<file path="config.mk">
export PLATFORM = sky130hd
export DESIGN_NAME = dp_alu_unit
export DESIGN_NICKNAME = d
export VERILOG_FILES = /design/src/rtl/dp_alu_pkg.sv /design/src/rtl/dp_imm_rot.sv /design/src/rtl/dp_addsub.sv /design/src/rtl/dp_logic.sv /design/src/rtl/dp_alu_unit.sv
export SDC_FILE = /design/constraint.sdc
export NUM_CORES = 1
export LEC_CHECK = 0
export BUFFER_PORTS_ARGS = -buffer_cell sky130_fd_sc_hd__buf_2
export CAP_MARGIN = 10
export CELL_PAD_IN_SITES_DETAIL_PLACEMENT = 1
export CELL_PAD_IN_SITES_GLOBAL_PLACEMENT = 2
export CORE_MARGIN = 4
export CORE_UTILIZATION = 33
export CTS_BUF_LIST = sky130_fd_sc_hd__clkbuf_4 sky130_fd_sc_hd__clkbuf_8
export DETAILED_ROUTE_END_ITERATION = 6
export GPL_ROUTABILITY_DRIVEN = 0
export PLACE_DENSITY = 0.95
export SKIP_CTS_REPAIR_TIMING = 1
export SYNTH_ARGS = -nofsm -noshare
export SYNTH_HDL_FRONTEND = slang
export SYNTH_SLANG_ARGS = --single-unit
</file>
<file path="constraint.sdc">
create_clock -name clk -period 20.5 [get_ports clk]
set_clock_uncertainty 0.1 [all_clocks]
set_input_delay 3.075 -clock clk [delete_from_list [all_inputs] [get_ports clk]]
set_output_delay 3.075 -clock clk [all_outputs]
set_load 0.005 [all_outputs]
</file>
<file path="src/rtl/dp_alu_pkg.sv">
package dp_alu_pkg;

  typedef enum logic [3:0] {
    OP_AND = 4'd0,  OP_EOR = 4'd1,  OP_SUB = 4'd2,  OP_RSB = 4'd3,
    OP_ADD = 4'd4,  OP_ADC = 4'd5,  OP_SBC = 4'd6,  OP_RSC = 4'd7,
    OP_TST = 4'd8,  OP_TEQ = 4'd9,  OP_CMP = 4'd10, OP_CMN = 4'd11,
    OP_ORR = 4'd12, OP_MOV = 4'd13, OP_BIC = 4'd14, OP_MVN = 4'd15
  } dp_op_e;

  localparam logic [4:0] MODE_USR = 5'b10000;
  localparam logic [4:0] MODE_FIQ = 5'b10001;
  localparam logic [4:0] MODE_IRQ = 5'b10010;
  localparam logic [4:0] MODE_SVC = 5'b10011;
  localparam logic [4:0] MODE_ABT = 5'b10111;
  localparam logic [4:0] MODE_UND = 5'b11011;
  localparam logic [4:0] MODE_SYS = 5'b11111;

  function automatic logic op_is_arith(input logic [3:0] op);
    case (op)
      OP_SUB, OP_RSB, OP_ADD, OP_ADC, OP_SBC, OP_RSC, OP_CMP, OP_CMN: op_is_arith = 1'b1;
      default: op_is_arith = 1'b0;
    endcase
  endfunction

  function automatic logic op_is_compare(input logic [3:0] op);
    op_is_compare = (op[3:2] == 2'b10);
  endfunction

  function automatic logic mode_legal(input logic [4:0] m);
    case (m)
      MODE_USR, MODE_FIQ, MODE_IRQ, MODE_SVC, MODE_ABT, MODE_UND, MODE_SYS: mode_legal = 1'b1;
      default: mode_legal = 1'b0;
    endcase
  endfunction

endpackage

</file>
<file path="src/rtl/dp_imm_rot.sv">
module dp_imm_rot #(
  parameter int W  = 32,
  parameter int IW = 8,
  parameter int RW = 4
) (
  input  logic [IW-1:0] imm_i,
  input  logic [RW-1:0] rot_i,
  input  logic          c_cur_i,
  output logic [W-1:0]  val_o,
  output logic          c_o
);
  localparam int SHW = RW + 1;

  logic [W-1:0]   base;
  logic [2*W-1:0] dbl;
  logic [2*W-1:0] shifted;
  logic [SHW-1:0] amt;

  always_comb begin
    base    = {{(W-IW){1'b0}}, imm_i};
    dbl     = {base, base};
    amt     = {rot_i, 1'b0};
    shifted = dbl >> amt;
    val_o   = shifted[W-1:0];
    c_o     = (rot_i != '0) ? val_o[W-1] : c_cur_i;
  end
endmodule

</file>
<file path="src/rtl/dp_addsub.sv">
module dp_addsub
  import dp_alu_pkg::*;
#(
  parameter int W = 32
) (
  input  logic [3:0]   op_i,
  input  logic [W-1:0] a_i,
  input  logic [W-1:0] b_i,
  input  logic         c_cur_i,
  output logic [W-1:0] sum_o,
  output logic         c_o,
  output logic         v_o
);
  logic [W-1:0] x, y;
  logic         cin;
  logic [W:0]   full;

  always_comb begin
    x   = a_i;
    y   = b_i;
    cin = 1'b0;
    case (op_i)
      OP_SUB, OP_CMP: begin y = ~b_i; cin = 1'b1;    end
      OP_RSB:         begin x = ~a_i; cin = 1'b1;    end
      OP_ADC:         begin cin = c_cur_i;           end
      OP_SBC:         begin y = ~b_i; cin = c_cur_i; end
      OP_RSC:         begin x = ~a_i; cin = c_cur_i; end
      default:        begin cin = 1'b0;              end
    endcase
    full  = {1'b0, x} + {1'b0, y} + {{W{1'b0}}, cin};
    sum_o = full[W-1:0];
    c_o   = full[W];
    v_o   = (x[W-1] == y[W-1]) && (sum_o[W-1] != x[W-1]);
  end
endmodule

</file>
<file path="src/rtl/dp_logic.sv">
module dp_logic
  import dp_alu_pkg::*;
#(
  parameter int W = 32
) (
  input  logic [3:0]   op_i,
  input  logic [W-1:0] a_i,
  input  logic [W-1:0] b_i,
  output logic [W-1:0] res_o
);
  always_comb begin
    case (op_i)
      OP_AND, OP_TST: res_o = a_i & b_i;
      OP_EOR, OP_TEQ: res_o = a_i ^ b_i;
      OP_ORR:         res_o = a_i | b_i;
      OP_MOV:         res_o = b_i;
      OP_BIC:         res_o = a_i & ~b_i;
      OP_MVN:         res_o = ~b_i;
      default:        res_o = '0;
    endcase
  end
endmodule

</file>
<file path="src/rtl/dp_alu_unit.sv">
module dp_alu_unit
  import dp_alu_pkg::*;
#(
  parameter int W      = 32,
  parameter int IW     = 8,
  parameter int ROTW   = 4,
  parameter int RIW    = 4,
  parameter int MW     = 5,
  parameter int PC_IDX = 15
) (
  input  logic            clk,
  input  logic            rst,
  input  logic            valid_i,
  input  logic            cond_pass_i,
  input  logic [3:0]      opcode_i,
  input  logic            s_bit_i,
  input  logic [RIW-1:0]  rd_idx_i,
  input  logic [W-1:0]    op1_i,
  input  logic            imm_sel_i,
  input  logic [IW-1:0]   imm8_i,
  input  logic [ROTW-1:0] rot_i,
  input  logic [W-1:0]    op2_reg_i,
  input  logic            shc_i,
  input  logic            c_in_i,
  input  logic            v_in_i,
  input  logic [MW-1:0]   mode_i,
  input  logic [W-1:0]    spsr_i,
  output logic [W-1:0]    res_o,
  output logic            rd_we_o,
  output logic            flags_we_o,
  output logic [3:0]      flags_o,
  output logic            cpsr_load_o,
  output logic [W-1:0]    cpsr_val_o,
  output logic            err_o
);
  localparam logic [RIW-1:0] PC_SEL = RIW'(PC_IDX);

  logic [W-1:0] imm_val, op2, arith_res, logic_res, res_n;
  logic         imm_c, op2_c, arith_c, arith_v;
  logic         is_arith, is_cmp, rd_is_pc, restore, bad_restore, exec;
  logic [3:0]   flags_n;

  dp_imm_rot #(.W(W), .IW(IW), .RW(ROTW)) u_rot (
    .imm_i   (imm8_i),
    .rot_i   (rot_i),
    .c_cur_i (c_in_i),
    .val_o   (imm_val),
    .c_o     (imm_c)
  );

  assign op2   = imm_sel_i ? imm_val : op2_reg_i;
  assign op2_c = imm_sel_i ? imm_c   : shc_i;

  dp_addsub #(.W(W)) u_add (
    .op_i    (opcode_i),
    .a_i     (op1_i),
    .b_i     (op2),
    .c_cur_i (c_in_i),
    .sum_o   (arith_res),
    .c_o     (arith_c),
    .v_o     (arith_v)
  );

  dp_logic #(.W(W)) u_log (
    .op_i  (opcode_i),
    .a_i   (op1_i),
    .b_i   (op2),
    .res_o (logic_res)
  );

  always_comb begin
    is_arith    = op_is_arith(opcode_i);
    is_cmp      = op_is_compare(opcode_i);
    rd_is_pc    = (rd_idx_i == PC_SEL);
    exec        = valid_i && cond_pass_i;
    restore     = s_bit_i && rd_is_pc;
    bad_restore = restore &&
                  ((mode_i == MODE_USR) || !mode_legal(spsr_i[4:0]));
    res_n       = is_arith ? arith_res : logic_res;
    flags_n[3]  = res_n[W-1];
    flags_n[2]  = (res_n == '0);
    flags_n[1]  = is_arith ? arith_c : op2_c;
    flags_n[0]  = is_arith ? arith_v : v_in_i;
  end

  always_ff @(posedge clk) begin
    if (rst) begin
      res_o       <= '0;
      rd_we_o     <= 1'b0;
      flags_we_o  <= 1'b0;
      flags_o     <= '0;
      cpsr_load_o <= 1'b0;
      cpsr_val_o  <= '0;
      err_o       <= 1'b0;
    end else begin
      rd_we_o     <= exec && !is_cmp && !bad_restore;
      flags_we_o  <= exec && s_bit_i && !rd_is_pc;
      cpsr_load_o <= exec && restore && !bad_restore;
      err_o       <= exec && bad_restore;
      if (exec && !bad_restore) begin
        res_o <= res_n;
      end
      if (exec && s_bit_i && !rd_is_pc) begin
        flags_o <= flags_n;
      end
      if (exec && restore && !bad_restore) begin
        cpsr_val_o <= spsr_i;
      end
    end
  end
endmodule

</file>
== Word-level counts from Yosys, hierarchy flattened ==
Memories as Yosys holds them, arrays and structs flattened.
Cells that the tools add are included.

* Flip-flop bits (word level): 72
* Bits in read-only memories: 16
* Input port bits: 130
* Memories kept: 1

{| class="wikitable"
|+ Memories
! name !! depth !! bits a word !! read ports !! clocked after memory_dff !! wr ports !! RTL line !! source
|-
| (no name shown) || 16 || 1 || 1 || 0 || 0 || dp_alu_pkg.sv:19 || <nowiki>case (op)</nowiki>
|}

* Add/sub/neg operators: 2
* Equal/unequal tests: 25
* Shift operators: 1
* Mux-type cells: 11
* Bitwise logic cells: 6
* Reductions and logical operators: 27

{| class="wikitable"
|+ Operator list
! kind !! number
|-
| 32-bit case mux with 6 select lines || 1
|-
| 32-bit two-way mux || 4
|-
| 32-bit bitwise AND || 2
|-
| 32-bit inverter || 2
|-
| 5-bit == test (second input constant) || 8
|-
| 40-bit by 5-bit right shift with 32-bit output || 1
|-
| 32-bit by 32-bit adder with 33-bit output || 1
|-
| 33-bit by 1-bit adder with 33-bit output || 1
|-
| 4-bit == test (second input constant) || 8
|-
| 32-bit logical NOT || 1
|-
| 32-bit OR || 1
|-
| 32-bit XOR || 1
|-
| 4-bit by 3-bit == test with 1-bit output (second input constant) || 3
|-
| 1-bit logical AND || 12
|-
| 3-bit OR reduction || 3
|-
| 4-bit by 2-bit == test with 1-bit output (second input constant) || 2
|-
| 7-bit OR reduction || 1
|-
| 2-bit OR reduction || 3
|-
| 1-bit two-way mux || 5
|-
| 4-bit by 1-bit == test with 1-bit output (second input constant) || 1
|-
| 1-bit logical NOT || 4
|-
| 4-bit logical NOT || 1
|-
| 4-bit nonzero test || 1
|-
| 2-bit == test (second input constant) || 1
|-
| other kinds (4) || 4
|}

== Depth between registers and ports, before layout ==
Gate-level depths: netlist (run 1).

* Depth after elaboration: 9
* Gate-level depth with buffers: 21
* Mapped depth without buffers: 19

== Cells and area by module ==
From an unflattened synthesis (run 1), not the netlist that was laid out.

* Cell total of the unflattened synthesis: 1150
* Area total of the unflattened synthesis: 9555.4 um2

{| class="wikitable"
|+ By module, submodules not included
! module !! instances !! cells each !! area each (um2) !! seq. area each (um2)
|-
| dp_alu_unit || 1 || 398 || 3834.9 || 1441.4
|-
| dp_logic || 1 || 294 || 2519.9 || 0.0
|-
| dp_addsub || 1 || 357 || 2517.4 || 0.0
|-
| dp_imm_rot || 1 || 101 || 683.2 || 0.0
|}

== Worst setup path before layout (run 1) ==
OpenSTA, ideal clock, no wires.

* Path kind: input port to flip-flop
* Start: input opcode_i[1]
* End: register flags_o[2]
* Library setup time: 59 ps
* Arrival time: 8459 ps
* Path slack: 11881 ps
* Stages: 20
* Path buffers: 6
* Cells stage by stage: clkbuf_1 -> buf_1 -> clkbuf_1 -> buf_2 -> buf_1 -> nand2_1 -> buf_1 -> xnor2_1 -> fa_1 -> a21o_1 -> a221o_1 -> a21o_1 -> a31oi_2 -> o211ai_1 -> xnor2_1 -> a21oi_1 -> or4b_1 -> or4b_1 -> or4_1 -> nand2_1

* Longest elaborated chain between the ends: 7

{| class="wikitable"
|+ Ends and longest elaborated chain
! element !! RTL line !! source
|-
| from (decl) || dp_alu_unit.sv:15 || <nowiki>input logic [3:0] opcode_i,</nowiki>
|-
| 4-bit by 2-bit == test with 1-bit output, or another cell as far along || dp_addsub.sv:22 || <nowiki>case (op_i)</nowiki>
|-
| 3-bit OR reduction (no source line) / 2-bit OR reduction (equally long branches) || -- ||
|-
| 32-bit two-way mux || -- ||
|-
| 32-bit by 32-bit adder with 33-bit output || dp_addsub.sv:30 || <nowiki>full = {1'b0, x} + {1'b0, y} + {{W{1'b0}}, cin};</nowiki>
|-
| 33-bit by 1-bit adder with 33-bit output || dp_addsub.sv:30 ||
|-
| 32-bit two-way mux * || dp_alu_unit.sv:79 || <nowiki>res_n = is_arith ? arith_res : logic_res;</nowiki>
|-
| 32-bit logical NOT * || dp_alu_unit.sv:81 || <nowiki>flags_n[2] = (res_n == '0);</nowiki>
|-
| to (signal assigned) || dp_alu_unit.sv:104 || <nowiki>flags_o <= flags_n;</nowiki>
|-
| to (decl) || dp_alu_unit.sv:31 || <nowiki>output logic [3:0] flags_o,</nowiki>
|}

Mark *: on every way between the ends. The rest lies on a longest branch, timed or not.
A chain may end at the register's enable or synchronous reset.

== Worst setup path in the final report (run 1) ==
Ends and elaborated chain as after synthesis.

==> results of run 1 <==
==> logic make-up after synthesis <==
| logic type | Yosys count | synth area share (%) |
|---|---|---|
| AOI/OAI and AO/OA | 394 | 29.8 |
| buffers and inverters | 143 | 6.54 |
| and+or+nand+nor | 417 | 22.3 |
| DFF | 72 | 17.0 |
| muxes | 35 | 4.41 |
| adders and majority gates | 65 | 9.77 |
| xor gates and xnor gates | 99 | 10.2 |
==> metal layers <==
| layer | vias up | GRT usage (%) | wire length [um] |
|---|---|---|---|
| met5 | - | 0 | 0 |
| met4 | 0 | 7.20 | 977 |
| met3 | 62 | 3.43 | 2480 |
| met2 | 391 | 40.0 | 16500 |
| met1 | 4736 | 32.1 | 15700 |
| li1 | 4673 | - | - |
==> synth_stat cells, drive strengths merged (6+ instances only) <==
library cell	n	area [um2]
a211o	7	61.3
o221ai	14	123
o311ai	6	52.6
nand3	17	85.1
or3	6	37.5
dfxtp	72	1440
a22oi	7	52.6
clkbuf	62	234
xnor2	80	701
a31oi	15	115
o211ai	12	90.1
nand4	8	50.1
and3	8	50.1
nor2b	17	106
mux2i	32	340
nor2	93	349
xor2	19	166
o21ai	80	415
nand2	185	694
a221oi	11	103
nand3b	7	52.6
inv	59	221
buf	21	95.1
a21o	9	67.6
nor4	9	56.3
a211oi	30	225
ha	63	788
nand2b	14	87.6
a21oi	145	729
nor3	34	170
o22ai	11	68.8
==> registers in the layout (all words and copies together), names as in the netlist <==
register,flops
res_o,32
err_o,1
cpsr_load_o,1
flags_we_o,1
rd_we_o,1
flags_o,4
cpsr_val_o,32
==> where the power goes <==
part,internal (mW),leakage (nW),switching (mW),total [mW]
registers,0.146,0.585,0.00278,0.148
clock network,0.0831,0.121,0.0572,0.140
logic,0.111,3.51,0.188,0.299
==> path summary, 6_finish.rpt <==
path	cells past startpoint	slack (ps)	from	end
max	18	11670	opcode_i[1]	flags_o[2]
min reg2reg	2	360	cpsr_val_o[2]	cpsr_val_o[2]
max reg2reg	2	19660	res_o[17]	res_o[17]
min	2	360	cpsr_val_o[2]	cpsr_val_o[2]
==> per-stage QoR <==
step	utilization, %	hold WS, ps	std cells
global placement	38.3	339	1682
detailed placement	38.3	345	1682
floorplan	-	348	1225
CTS	39.3	356	1698
global route	39.3	377	1699
finish	39.3	356	1699
==> worst max-delay path: stages <==
cell,delay (ps)
buf_2,70
buf_4,610
nand2_2,840
xnor2_1,480
fa_1,270
inv_1,70
fa_1,450
a21o_1,220
a221o_1,340
a21o_1,220
a31oi_2,210
o221ai_1,180
xnor2_1,170
a21oi_1,110
or4b_1,520
or4b_1,550
or4_1,510
nand2_1,70
==> final cells by class <==
cell class | instances | area, um2
fill | 3325 | 15300
clock inverter | 6 | 115
multi-input combinational | 1010 | 6520
sequential | 72 | 1440
tap | 330 | 413
timing repair buffer | 210 | 1070
clock buffer | 10 | 131
antenna | 1 | 2.50
inverter | 60 | 225
==> results.md, run 1 <==
- Most common library cell in the layout ignoring fill and taps: buf_2
- Worst EP arrival: 9040 ps
- H-Tree Depth: 3
- Hpwl dp: 28100 um
- Routed vias/inst: between 5 and 6
- Starting Density: between 30% and 40%
- TNS Setup: 0 ps
- Syn-to-layout area delta: 17.0%
- Status: completed
- CTS max path bufs: 2
- Skew-Pair Late Insertion Delay: ~350 ps
- # setup viols final: 0
- Setup Crit Path Kind: in2reg
- Width of the die: between 150 and 200 um
- DP Area: between 9000 and 10000 um2
- Post-synth EDFFs: 0
- # port buffers: roughly 200
- Antenna Nets Post-Route: 0
- Power per standard cell area: approximately 59 nW/um2
- Io pins: 202
- Slew @ Worst Pin: ~1100 ps
- Crit-path max FO: 66
- Largest net degree at the start of global routing: 74
- Avg Inst Size Synth: between 6 and 7 um2
- Crit end category: flip-flop
- Sequential share of the synthesized area: between 10% and 20%
- Die Ht: between 150 and 200 um
- Fraction of layout cells with a size suffix above 1: a little under a fifth
- Final slew viol count: 0
- Synth Register Bits: a little over 70
- Synth warn: 0
- Antenna violations before repair: 1
- Worst EP required: just over 20000 ps
- First-pass GRT wire length: about 55000 um
- Final wirelength: between 30000 and 40000 um
- Final period util: a little over two fifths
- Post-Synthesis Cells: between 1k and 1.5k
- Synth Cell Area: approximately 8500 um2
- CTS root buf: clkbuf_8
- Total number of vias: 9862
- Pleak: 4.22 nW
- Synthesized net count: about 1.4k
- VDD IR max: roughly 0.035 mV
- Gr usage total: approximately a quarter
- Final non-filler cell area: around 9900 um2
- Drt first-iter violations: approximately 750
- HP Class: reg2reg
- Final Power: ~590 uW
- DRT Pass-1 Iters: 5
- Row count: 58
- Core area: ~25000 um2
- Clock sinks: slightly above 70
- Library cells used by synthesis: a little under 80
- Grt total ovfl: 0
- Slew headroom: between 20 and 30%
- Number of nets in the layout: between 1.5k and 2k
- Clock transition at the registers of the reported paths: roughly 80 ps
- Post-layout min period: between 8000 and 9000 ps
- Hold Fails Final Rpt: 0
- Ys flop type: dfxtp_1
- DRC errors left: 0
- DR WL/cell: approximately 21 um
- CTS tree: done
- MaxCap Viol Count: 0
- Final worst slack: about 12000 ps
- Commonest cells after routing, fill and taps aside: 201 x buf_2, 184 x nand2_1, 143 x a21oi_1
- Full die area: ~28000 um2
- Type of origin of the critical path: input port
- Async set-reset flop share out of synthesis: 0%
- Vias in the first global route: 9835
- FMAX: roughly 110 MHz
- Placement Setup Slack: about 11000 ps
- CTS Buf Count: 9
- RSZ-0062 raised after global routing: no
No activity file was read; power rests on OpenSTA's default activity.
==> inputs of run 2 (changes only) <==
--- a/config.mk
+++ b/config.mk
@@ -10,7 +10,7 @@
 export CELL_PAD_IN_SITES_DETAIL_PLACEMENT = 1
 export CELL_PAD_IN_SITES_GLOBAL_PLACEMENT = 2
 export CORE_MARGIN = 4
-export CORE_UTILIZATION = 33
+export CORE_UTILIZATION = 31
 export CTS_BUF_LIST = sky130_fd_sc_hd__clkbuf_4 sky130_fd_sc_hd__clkbuf_8
 export DETAILED_ROUTE_END_ITERATION = 6
 export GPL_ROUTABILITY_DRIVEN = 0
==> constraint.sdc (replaced) <==
create_clock -name clk -period 8.5 [get_ports clk]
set_clock_uncertainty 0.1 [all_clocks]
set_input_delay 1.275 -clock clk [delete_from_list [all_inputs] [get_ports clk]]
set_output_delay 1.275 -clock clk [all_outputs]
set_load 0.005 [all_outputs]
==> run 2 against run 1 <==
Net effect: utilization down 2.3 points; clock power grew 140%; power grew 140%; via count grew 0.59%; register-to-register slack got worse by 12000 ps; largest power group unchanged; critical endpoint unchanged; highest routed layer unchanged.
==> results.md, run 2 (same netlist as run 1, synthesis figures left out) <==
- Final slew viol count: 0 (unchanged)
- Hold EP: cpsr_val_o[26]
- H-Tree Depth: 3 (unchanged)
- Die Ht: 173 um (+3.0%)
- Width of the die: 173 um (+3.0%)
- Post-layout min period: 6760 ps
- Top layer in use: met4
- Total number of vias: 9920 (+0.59%)
- CTS max path bufs: 2 (unchanged)
- Power per standard cell area: 143 nW/um2 (+140%)
- Core area: 27000 um2 (+6.7%)
- Drt first-iter violations: 918 (+22%)
- Commonest cells after routing, fill and taps aside: 201 x buf_2, 184 x nand2_1, 143 x a21oi_1
- Clock sinks: 72 (unchanged)
- CTS tree: done
- Diode count: 0 (-1)
- DRT Pass-1 Iters: 6 (+1)
- MaxCap Viol Count: 0 (unchanged)
- Grt total ovfl: 0 (unchanged)
- DRC errors left: 0 (unchanged)
- Hold Startpoint: cpsr_val_o[26]
- Hold-critical path depth: 2 (unchanged)
- Combinational fraction of design power: 51.0% (about the same)
- Wire length on met2: 15800 um (-4.2%)
- Crit end category: flip-flop
- Seq pwr share: 25.2% (about the same)
- Gr usage total: 22.9% (-1.1 points)
- Slew headroom: 29.6% (+0.53 points)
- Switching Share: 42.3% (+0.14 points)
- Row count: 60 (+3.4%)
- CTS root buf: clkbuf_8
- Slew @ Worst Pin: 1050 ps (-7.73 ps)
- Antenna violations before repair: 0 (-1)
- Status: completed
- Routed vias/inst: 5.79 (-0.23%)
- Clock transition at the registers of the reported paths: 80 ps (about the same)
- Vias in the first global route: 9909 (+0.75%)
- First-pass GRT wire length: 56200 um (+2.7%)
- Hpwl dp: 28400 um (+1.4%)
- Clock Power Share: 23.8% (about the same)
- Reg2reg end: res_o[4]
- CTS Buf Count: 9 (unchanged)
- Largest net degree at the start of global routing: 74 (unchanged)
- Io pins: 202 (unchanged)
- Worst EP arrival: 6950 ps (-2090 ps)
- RR Startpoint: res_o[4]
- Fraction of layout cells with a size suffix above 1: 18.8% (+0.24 points)
- P_sw: 601 uW (+140%)
- Type of origin of the critical path: input port
- Routed wl met3: 2750 um (+11%)
- R2R cell count: 2 (unchanged)
- DR WL/cell: 21.1 um (+0.48%)
- Starting Density: 31.5% (-2.1 points)
- Fin util: 37.0% (-2.3 points)
- Final wirelength: 36100 um (+1.3%)
- Crit-path max FO: 37 (-44%)
- HP Class: reg2reg
- Fillcell total: 3508 (+5.5%)
- TNS Setup: 0 ps (unchanged)
- Skew-Pair Late Insertion Delay: 350 ps (about the same)
- Hold Fails Final Rpt: 0 (unchanged)
- Syn-to-layout area delta: 17.5%
- Final non-filler cell area: 9960 um2 (+0.42%)
- Final period util: 79.5%
- # port buffers: 201 (unchanged)
- Full die area: 30100 um2 (+6.1%)
- Antenna Nets Post-Route: 0 (unchanged)
- # setup viols final: 0 (unchanged)
- Setup Crit Path Kind: in2reg
- FMAX: around 150 MHz
- Pleak: 4.24 nW (+0.42%)
- Cell-internal power: 819 uW (+140%)
- DRT met1 WL: 16800 um (+6.8%)
- CP Launch Point: imm_sel_i
- Top Registers: cpsr_val_o (32), res_o (32), flags_o (4)
- Number of nets in the layout: 1562 (+0.26%)
- Reg2reg setup slack: 7650 ps (-12010 ps)
- Worst EP required: 8690 ps (-12010 ps)
- RSZ-0062 raised after global routing: no
- Most common library cell in the layout ignoring fill and taps: buf_2
- DP Area: 9710 um2 (+0.45%)
- VDD IR max: 0.0615 mV (+76%)
-- run 2: changes by cell type in the layout (fill, tap and decap cells not counted) --
cell / previous run / this run
inv_6: 2 / 1
clkinv_4: 0 / 1
diode_2: 1 / 0
buf_4: 9 / 13
-- run 2: through the flow --
step / setup slack (ps) / total power, mW / hold WS [ps] / instances
2_1_floorplan: 1680 / 0.845 / 348 / 1225
3_3_place_gp: 1630 / 1.06 / 338 / 1697
3_5_place_dp: 1470 / 1.07 / 345 / 1697
4_1_cts: 1810 / 1.42 / 356 / 1713
5_1_grt: 1400 / 1.51 / 376 / 1713
6_report: 1740 / 1.42 / 353 / 1713
-- run 2: final cells by class --
cell class | instances | area (um2) | area share (%)
tap | 341 | 427 | 4.28
multi-input combinational | 1010 | 6520 | 65.4
clock buffer | 10 | 131 | 1.32
inverter | 60 | 225 | 2.26
sequential | 72 | 1440 | 14.5
clock inverter | 6 | 115 | 1.16
timing repair buffer | 214 | 1100 | 11.1
-- run 2: worst max-delay path by stage --
stage / endpoint / slack (ps) / cells past startpoint
2_1_floorplan: flags_o[2] / 1680 / 20
3_3_place_gp: flags_o[2] / 1630 / 20
3_5_place_dp: flags_o[2] / 1470 / 20
4_1_cts: flags_o[2] / 1810 / 20
5_1_grt: flags_o[2] / 1400 / 20
6_report: flags_o[2] / 1740 / 20
-- run 2: routing by layer --
metal,vias to the layer above,track usage [%]
li1,4686,-
met1,4767,32.6
met2,421,35.7
met3,46,3.97
met4,0,6.25
met5,-,0
-- run 2: power groups by stage --
stage / clock network (mW) / logic, mW / registers (mW)
after global routing: 0.361 / 0.790 / 0.360
final: 0.338 / 0.725 / 0.358
after CTS: 0.346 / 0.712 / 0.358
after floorplan: 0 / 0.478 / 0.367
after detailed placement: 0 / 0.707 / 0.366
after global placement: 0 / 0.693 / 0.365
-- run 2: critical path: stages --
cell and delay (ps):
buf_2 540, nor2b_1 490, nand2_1 190, o32ai_1 190, a21oi_1 160, xor2_1 210, fa_1 250, inv_1 80
fa_1 470, a21o_1 230, a221o_1 340, a21o_1 220, a31oi_2 220, o221ai_1 170, xnor2_1 160, a21oi_1 110
or4b_1 490, or4b_1 540, or4_1 520, nand2_1 80
==> inputs of run 3 (changes only) <==
==> constraint.sdc (replaced) <==
create_clock -name clk -period 6.5 [get_ports clk]
set_clock_uncertainty 0.1 [all_clocks]
set_input_delay 0.975 -clock clk [delete_from_list [all_inputs] [get_ports clk]]
set_output_delay 0.975 -clock clk [all_outputs]
set_load 0.005 [all_outputs]
==> run 3 against run 2 <==
Net effect: first-iteration DRC count is 12% lower; sequential power is 31% higher; sequential share of layout area is 0.28 points lower; utilization rose by 0.73 points; wire length up 4.7%; register-to-register slack got worse by 2100 ps; critical path depth shrank 3; global-route usage grew 1.0 points; design area increased by 2.0%; critical path type unchanged; highest routed layer unchanged.
==> results.md, run 3 (same netlist as run 1, synthesis figures left out) <==
- Slew headroom: 14.2% (-15 points)
- Starting Density: 31.5% (unchanged)
- MaxCap Viol Count: 0 (unchanged)
- Grt total ovfl: 0 (unchanged)
- Critical path, cell by cell: buf_2 > mux2i_1 > mux2i_1 > a22oi_1 > xnor2_1 > ha_1 > nand2_1 > o21ai_0 > a21oi_1 > o31ai_2 > a211oi_1 > o41ai_1 > mux2i_1 > a221oi_1 > nand4b_1 > or4_1 > nand2_1
- WHS: 354 ps (+1.64 ps)
- CTS tree: done
- VDD IR max: 0.0960 mV (+56%)
- Fin util: 37.7% (+0.73 points)
- Die Ht: 173 um (unchanged)
- DRT Pass-1 Iters: 5 (-1)
- Fraction of layout cells with a size suffix above 1: 20.5% (+1.7 points)
- Setup Crit Path Kind: in2reg
- Final wirelength: 37800 um (+4.7%)
- Io pins: 202 (unchanged)
- Post-Layout Cell Count: 1742 (+1.7%)
- CTS root buf: clkbuf_8
- Clock sinks: 72 (unchanged)
- Gr usage total: 23.9% (+1.0 points)
- Total number of vias: 10.1k (+1.9%)
- Routed vias/inst: 5.80 (+0.24%)
- Number of nets in the layout: 1591 (+1.9%)
- Final Power: 1.86 mW (+31%)
- Vias in the first global route: 10.0k (+1.1%)
- Commonest cells after routing, fill and taps aside: 201 x buf_2, 184 x nand2_1, 143 x a21oi_1
- Core area: 27000 um2 (unchanged)
- CP delay by family, top: compound AO/OA/AOI/OAI gates
- Crit-path max FO: 13 (-65%)
- TNS Setup: 0 ps (unchanged)
- Slowest CP cell: a22oi_1
- RSZ-0062 raised after global routing: no
- Final period util: around 93%
- Hold Fails Final Rpt: 0 (unchanged)
- Full die area: 30100 um2 (unchanged)
- Final non-filler cell area: 10200 um2 (+2.0%)
- Worst EP required: 6710 ps (-1980 ps)
- # port buffers: 201 (unchanged)
- H-Tree Depth: 3 (unchanged)
- Largest net degree at the start of global routing: 74 (unchanged)
- Sequential cell area: 1440 um2 (unchanged)
- Width of the die: 173 um (unchanged)
- Syn-to-layout area delta: 19.8%
- DP Cell Count: 1726 (+1.7%)
- Row count: 60 (unchanged)
- FMAX: around 160 MHz
- Hpwl dp: 29900 um (+5.3%)
- # setup viols final: 0 (unchanged)
- Most common library cell in the layout ignoring fill and taps: buf_2
- Area of the multi-input gates: 6520 um2 (unchanged)
- Worst Path Buf+Inv: 1 (-1)
- Post-layout min period: around 6100 ps
- Placement Setup Slack: 245 ps (-1220 ps)
- Status: completed
- CP most frequent cell: mux2i_1
- First-pass GRT wire length: 58200 um (+3.4%)
- Slew @ Worst Pin: 1280 ps (+227 ps)
- Worst EP arrival: 6270 ps (-680 ps)
- DR WL/cell: 21.7 um (+3.0%)
- HP Class: reg2reg
- Final slew viol count: 0 (unchanged)
- Antenna violations before repair: 0 (unchanged)
- Skew-Pair Late Insertion Delay: 350 ps (about the same)
- DP Area: 9930 um2 (+2.2%)
- Fillcell total: 3451 (-1.6%)
- Type of origin of the critical path: input port
- Top Registers: cpsr_val_o (32), res_o (32), flags_o (4)
- Clock transition at the registers of the reported paths: 90 ps (about the same)
- Pleak: 4.37 nW (+3.2%)
- Diode count: 0 (unchanged)
- Drt first-iter violations: 807 (-12%)
- DRC errors left: 0 (unchanged)
- Antenna Nets Post-Route: 0 (unchanged)
- Final worst slack: 438 ps (-1310 ps)
- Crit end category: flip-flop
- Power per standard cell area: 183 nW/um2 (+28%)
- CTS Buf Count: 9 (unchanged)
- CTS max path bufs: 2 (unchanged)
- Largest incremental delay on the critical path: 680 ps (+140 ps)
run 3: layer usage:
layer  part of all wire [%]  track usage (%)  vias to the layer above
met5                      0                0                        -
met1                     45             32.8                     4865
met3                    7.4             3.18                       71
li1                       -                -                     4735
met2                     45             39.2                      441
met4                    3.0             7.22                        0
run 3: power breakdown:
part / switching, mW / total [mW] / internal, mW
sequential: 0.00871 / 0.468 / 0.459
clock: 0.190 / 0.412 / 0.222
combinational: 0.609 / 0.980 / 0.371
total: 0.808 / 1.86 / 1.05
run 3: path summary, 6_finish.rpt:
check,start,endpoint,slack (ps),depth (start not counted)
min reg2reg,res_o[3],res_o[3],350,2
max,rot_i[0],flags_o[2],440,17
max reg2reg,res_o[18],res_o[18],5540,2
min,res_o[3],res_o[3],350,2
run 3: worst min-delay path, delay by kind of cell (launching register included):
family	cells	cell delay (ps)
flops	1	310
simple gates	1	50
compound gates	1	50
run 3: layout make-up:
type                       instances  area share [%]
timing repair buffer             243            13.0
tap                              341            4.20
multi-input combinational       1010            64.2
inverter                          60            2.22
clock buffer                       9            1.22
sequential                        72            14.2
clock inverter                     7            1.01
